<file path="src/rtl/scanwrap_pkg.sv">
package scanwrap_pkg;
  localparam int unsigned DEF_N_IN    = 4;
  localparam int unsigned DEF_N_OUT   = 3;
  localparam int unsigned DEF_N_STATE = 3;

  typedef enum logic {
    MODE_CAPTURE = 1'b0,
    MODE_SHIFT   = 1'b1
  } scan_mode_e;
endpackage

</file>
<file path="src/rtl/scanwrap_cell.sv">
module scanwrap_cell (
  input  logic clk,
  input  logic rst_n,
  input  logic sel_shift,
  input  logic d_func,
  input  logic d_scan,
  output logic q
);
  always_ff @(posedge clk or negedge rst_n) begin
    if (!rst_n) q <= 1'b0;
    else        q <= sel_shift ? d_scan : d_func;
  end
endmodule

</file>
<file path="src/rtl/scanwrap_logic.sv">
module scanwrap_logic #(
  parameter int unsigned N_IN    = scanwrap_pkg::DEF_N_IN,
  parameter int unsigned N_OUT   = scanwrap_pkg::DEF_N_OUT,
  parameter int unsigned N_STATE = scanwrap_pkg::DEF_N_STATE
) (
  input  logic [N_IN-1:0]    fin,
  input  logic [N_STATE-1:0] ps,
  output logic [N_STATE-1:0] ns,
  output logic [N_OUT-1:0]   fout
);
  localparam int unsigned MIX_BIT = N_IN - 1;

  for (genvar g = 0; g < N_STATE; g++) begin : g_next
    assign ns[g] = fin[g % N_IN] ^ (ps[(g + 1) % N_STATE] & fin[MIX_BIT]);
  end

  for (genvar g = 0; g < N_OUT; g++) begin : g_out
    assign fout[g] = ps[g % N_STATE] ^ fin[(g + 1) % N_IN];
  end
endmodule

</file>
<file path="src/rtl/scanwrap_core.sv">
module scanwrap_core #(
  parameter int unsigned N_IN    = scanwrap_pkg::DEF_N_IN,
  parameter int unsigned N_OUT   = scanwrap_pkg::DEF_N_OUT,
  parameter int unsigned N_STATE = scanwrap_pkg::DEF_N_STATE
) (
  input  logic             clk,
  input  logic             rst_n,
  input  logic             scan_en,
  input  logic             scan_in,
  input  logic [N_IN-1:0]  func_in,
  output logic [N_OUT-1:0] func_out,
  output logic             scan_out
);
  localparam int unsigned TAIL = N_STATE - 1;

  logic [N_STATE-1:0] state_q;
  logic [N_STATE-1:0] next_d;
  logic [N_STATE-1:0] chain_d;
  scanwrap_pkg::scan_mode_e mode;

  assign mode = scanwrap_pkg::scan_mode_e'(scan_en);

  scanwrap_logic #(.N_IN(N_IN), .N_OUT(N_OUT), .N_STATE(N_STATE)) u_logic (
    .fin  (func_in),
    .ps   (state_q),
    .ns   (next_d),
    .fout (func_out)
  );

  for (genvar k = 0; k < N_STATE; k++) begin : g_chain
    if (k == 0) begin : g_head
      assign chain_d[k] = scan_in;
    end else begin : g_link
      assign chain_d[k] = state_q[k-1];
    end
    scanwrap_cell u_cell (
      .clk       (clk),
      .rst_n     (rst_n),
      .sel_shift (mode == scanwrap_pkg::MODE_SHIFT),
      .d_func    (next_d[k]),
      .d_scan    (chain_d[k]),
      .q         (state_q[k])
    );
  end

  assign scan_out = state_q[TAIL];
endmodule

</file>
<file path="config.mk">
export PLATFORM = sky130hd
export DESIGN_NAME = scanwrap_core
export DESIGN_NICKNAME = d
export VERILOG_FILES = /design/src/rtl/scanwrap_pkg.sv /design/src/rtl/scanwrap_cell.sv /design/src/rtl/scanwrap_logic.sv /design/src/rtl/scanwrap_core.sv
export SDC_FILE = /design/constraint.sdc
export NUM_CORES = 1
export LEC_CHECK = 0
export ABC_AREA = 1
export ABC_CLOCK_PERIOD_IN_PS = 1400
export BUFFER_PORTS_ARGS = -buffer_cell sky130_fd_sc_hd__buf_2
export CAP_MARGIN = 10
export CORE_AREA = 2 2 39 41
export CTS_CLUSTER_SIZE = 16
export DETAILED_ROUTE_END_ITERATION = 16
export DIE_AREA = 0 0 41 43
export GPL_ROUTABILITY_DRIVEN = 0
export PLACE_DENSITY_LB_ADDON = 0.08
export REMOVE_ABC_BUFFERS = 1
export SETUP_SLACK_MARGIN = 0.1
export SLEW_MARGIN = 40
export SYNTH_ARGS = -nofsm -noshare
export SYNTH_HDL_FRONTEND = slang
export SYNTH_SLANG_ARGS = --single-unit
</file>
<file path="constraint.sdc">
create_clock -name clk -period 1.4 [get_ports clk]
set_input_delay 0.14 -clock clk [delete_from_list [all_inputs] [get_ports clk]]
set_output_delay 0.14 -clock clk [all_outputs]
set_load 0.005 [all_outputs]
</file>
## After elaboration in Yosys (flattened, before gate mapping)

Index checks and enable logic that the tools add are counted.

- Bits in registers: 3
- Input port bits: 8
- Output and inout port bits: 4

- Multiplexer cells: 3
- Bitwise logic cells: 9

Operators by type and width:

| operator | count |
|---|---|
| $xor 1x1->1 | 6 |
| $and 1x1->1 | 3 |
| $mux 1 | 3 |

## Depth between registers and ports, before layout

- Word-level depth: 3
- Depth in mapped cells: 5
- Gate-level depth less buffers: 5

## Cells and area by module

A second synthesis with hierarchy kept.

- Cells, all modules: 39
- Area total of the unflattened synthesis: 221.5 um^2

By module, submodules not included:

| module | times used | cells an instance | area an instance (um^2) | sequential area each (um^2) |
|---|---|---|---|---|
| scanwrap_cell | 3 | 5 | 40.0 | 25.0 |
| scanwrap_logic | 1 | 24 | 101.3 | 0.0 |

## Worst setup path before layout

Ideal clock, no wire load.

- Kind: reg2reg
- Start: register g_chain[2].u_cell.q
- End: register g_chain[1].u_cell.q
- Arrival time: 0.739 ns
- Data required time: 1.283 ns
- Slack: 0.544 ns
- Cell stages (with the launch flop): 6
- Path buffers: 0
- Period minus slack after synthesis: 0.856 ns
- Cell sequence: dfrtp_1 ha_1 inv_1 nand2_1 nand3_1 nand2_1

- Longest elaborated chain between the ends: 3

RTL lines:

| element | line | text |
|---|---|---|
| from (decl) | scanwrap_cell.sv:7 | `output logic q` |
| from (signal assigned) | scanwrap_cell.sv:11 | `else q <= sel_shift ? d_scan : d_func;` |
| $and 1x1->1 | scanwrap_logic.sv:14 | `assign ns[g] = fin[g % N_IN] ^ (ps[(g + 1) % N_STATE] & fin[MIX_BIT]);` |
| $xor 1x1->1 | scanwrap_logic.sv:14 |  |
| $mux 1 | scanwrap_cell.sv:11 |  |
| to (signal assigned) | scanwrap_cell.sv:11 |  |
| to (decl) | scanwrap_cell.sv:7 |  |

Every way passes these cells.

## Worst setup path in the final report

- Start: register g_chain[2].u_cell.q
- End: output func_out[2]

- Longest elaborated chain between the ends: 1

RTL lines:

| element | line | text |
|---|---|---|
| $xor 1x1->1 | scanwrap_logic.sv:18 | `assign fout[g] = ps[g % N_STATE] ^ fin[(g + 1) % N_IN];` |
| to (decl) | scanwrap_core.sv:11 | `output logic [N_OUT-1:0] func_out,` |

Every way passes these cells.

==> impl_results.md <==
- Cells along the critical path: ha_1, buf_2
- Number of synthesized flops with an enable pin: 0
- Die Ht: between 40 and 50 um
- N_diodes: 0
- Count leader, synth: nand2_1
- Port buffer count: 11
- Final min period: around 1100 ps
- Non-filler instance count after layout: 60
- CTS max path bufs: 2
- Mapped Area: approximately 190 sq um
- Peak Freq: 0.885 GHz
- Status: complete, no violations
- Antenna-violating nets left: 0
- Slew @ Worst Pin: 156 ps
- Setup_tns: 0 ps
- Die X: 41 um
- CTS tree: done
- Die area: 0.00176 sq mm
- Asr flop ratio synth: 100%
- CTS root buf: clkbuf_4
- Final Cycle Share: a little over 80%
- Multi-input logic area: 100 sq um
- CP max stage cell: dfrtp_1
- Top-area cell type share of the netlist area: 38.7%
- Pwr/cell area: 1050 mW/mm^2
- Critical Path RT: 1260 ps
- Drt drc: 0
- Post-CTS setup buffers: 0
- Max IR drop VDD: ~0.00044 V
- Via/cell ratio: around 3.6
- Syn Area/Cell: about 6.9 sq um
- Startpoint Class: register
- Delay of the slowest critical-path stage: 370 ps
- Largest area contributor in the netlist: dfrtp_1
- Clk sinks: 3
- Top reg by flops: g_chain.u_cell.q
- Post-detailed-routing wire length: between 400 and 500 um
- Setup violations, final: 0
- Htree depth: 1
- Max cap viols: 0
- Synth cell count leaders: nand2_1, nand3_1, inv_1, dfrtp_1, xor2_1
- Fin. Hold Viols: 0
- Crit path max-delay family: flip-flops
- Routed len/inst: 7.97 um
- Placed Cells: 55
- Share of layout cells above drive strength 1: between 30% and 40%
- Number of flip-flops in the largest register: 3
- Final Cell Area: 305 sq um
- WHS: around 120 ps
- Leakage: between 0.15 and 0.2 nW
- Total CTS buffers: 3
- Crit path buffers/inverters: 1
- Starting Density: between 10 and 15%
- Worst-path clk slew: 40 ps
- Global Route Usage Sum: just over 7%
- Yosys Warn Count: 0
- RSZ-0062 raised after global routing: false
- Largest regs: g_chain.u_cell.q: 3 flops
- Core Rows: 14
- Crit path kind: reg -> out
- Arr. time, crit path: 990 ps
- Dpl cell area: between 200 and 300 sq um
- Total gr overflow: 0
- First DRT Iteration DRCs: 9
- Critical-path maximum fanout: 2
- Vias in the first global route: slightly below 200
- Synth Instances: 28
- Top post-synthesis cells by area: dfrtp_1, nand2_1, nand3_1, xor2_1, inv_1
- Number of synthesized register bits: 3
- HP Class: in -> reg
- Relative slew slack: 89.6%
- Filler cell count: 162
- Clock latency on the worst-skew pair: approximately 230 ps
- Top_reg_cell synth: dfrtp_1
- Drt first pass iters: 2
- Area growth, synth to finish: 57.4%
- Ports: 12
- Fin nets: 54
- Reg area: 75.1 sq um
- Post-DP HPWL: between 400 and 500 um
- CP endpoint kind: output port
- Via count: between 200 and 250
- Register area share after synthesis: 38.7%
- Core Footprint: 0.00138 sq mm
- Largest net degree at the start of global routing: 6
- Yosys cell types: 7
- Initial antenna violation count: 0
- First-pass GRT wire length: 807 um
- Max Slew Vio Count: 0
- Final Skew: 1.38 ps
[worst register-to-register path, delay by kind of cell, from the launching register on]
family        cells  cell delay [ps]
fa+ha+maj         1              190
flops             1              370
buf+inv           1               50
simple gates      3              170
[metal layers]
metal,routed length (um),up-vias,global-route usage [%],part of all wire (%)
met1,215,91,8.74,45
met4,0,0,4.00,0
li1,-,116,-,-
met2,211,9,9.69,44
met3,50,0,3.14,10
met5,0,-,0,0
[path summary, 6_finish.rpt]
| check | from | cells past startpoint | to | slack [ps] |
|---|---|---|---|---|
| hold reg to reg | g_chain[0].u_cell.q | 2 | g_chain[1].u_cell.q | 560 |
| hold / removal | scan_in | 3 | g_chain[0].u_cell.q | 120 |
| setup reg to reg | g_chain[2].u_cell.q | 5 | g_chain[1].u_cell.q | 510 |
| min in group asynchronous | rst_n | 2 | g_chain[0].u_cell.q | 230 |
| max in group asynchronous | rst_n | 2 | g_chain[1].u_cell.q | 1060 |
| setup / recovery | g_chain[2].u_cell.q | 2 | func_out[2] | 270 |
[area by class of cell]
type / count / share of cell area [%]
flip-flops and latches: 3 / 24.6
repair buffers: 12 / 21.3
well taps: 16 / 6.56
multi-input cells: 20 / 32.8
inverters: 5 / 6.15
clock buffers: 4 / 8.61
[report_power, final]
group	switching, mW	internal (mW)	total [mW]	leakage [nW]
logic	0.0324	0.0344	0.0668	0.129
clock network	0.0423	0.107	0.149	0.0150
registers	0.00948	0.0966	0.106	0.0359
total	0.0842	0.238	0.322	0.180
[through the flow]
stage	util, %	total power, mW	setup WS, ps
finish	22.1	0.322	270
global route	22.1	0.356	224
CTS	22.1	0.333	258
detailed placement	19.4	0.174	508
global placement	19.4	0.173	523
floorplan	-	0.136	544
[what timing repair did]
| item | in CTS | in global routing |
|---|---|---|
| hold buffers | 1 | 0 |
| endpoints found under the hold margin | 3 | 0 |
| gates resized for setup | 0 | 0 |
[cells by family (layout without fill, tap and decap cells)]
kind of cell               Yosys count  count (layout)  synth area share [%]
xor gates and xnor gates             2               2                  9.03
adders and majority gates            1               1                  6.45
buffers and inverters                5              21                  9.67
DFF                                  3               3                  38.7
and+or+nand+nor                     17              17                  36.1
[layout by cell type, fill, tap and decap left out]
master	count
nand3_1	5
clkbuf_4	3
nand2_1	12
xor2_1	2
buf_2	11
inv_1	4
inv_2	1
dfrtp_1	3
clkbuf_1	1
dlygate4sd3_1	1
ha_1	1
Power figures use the tool's default switching activity.
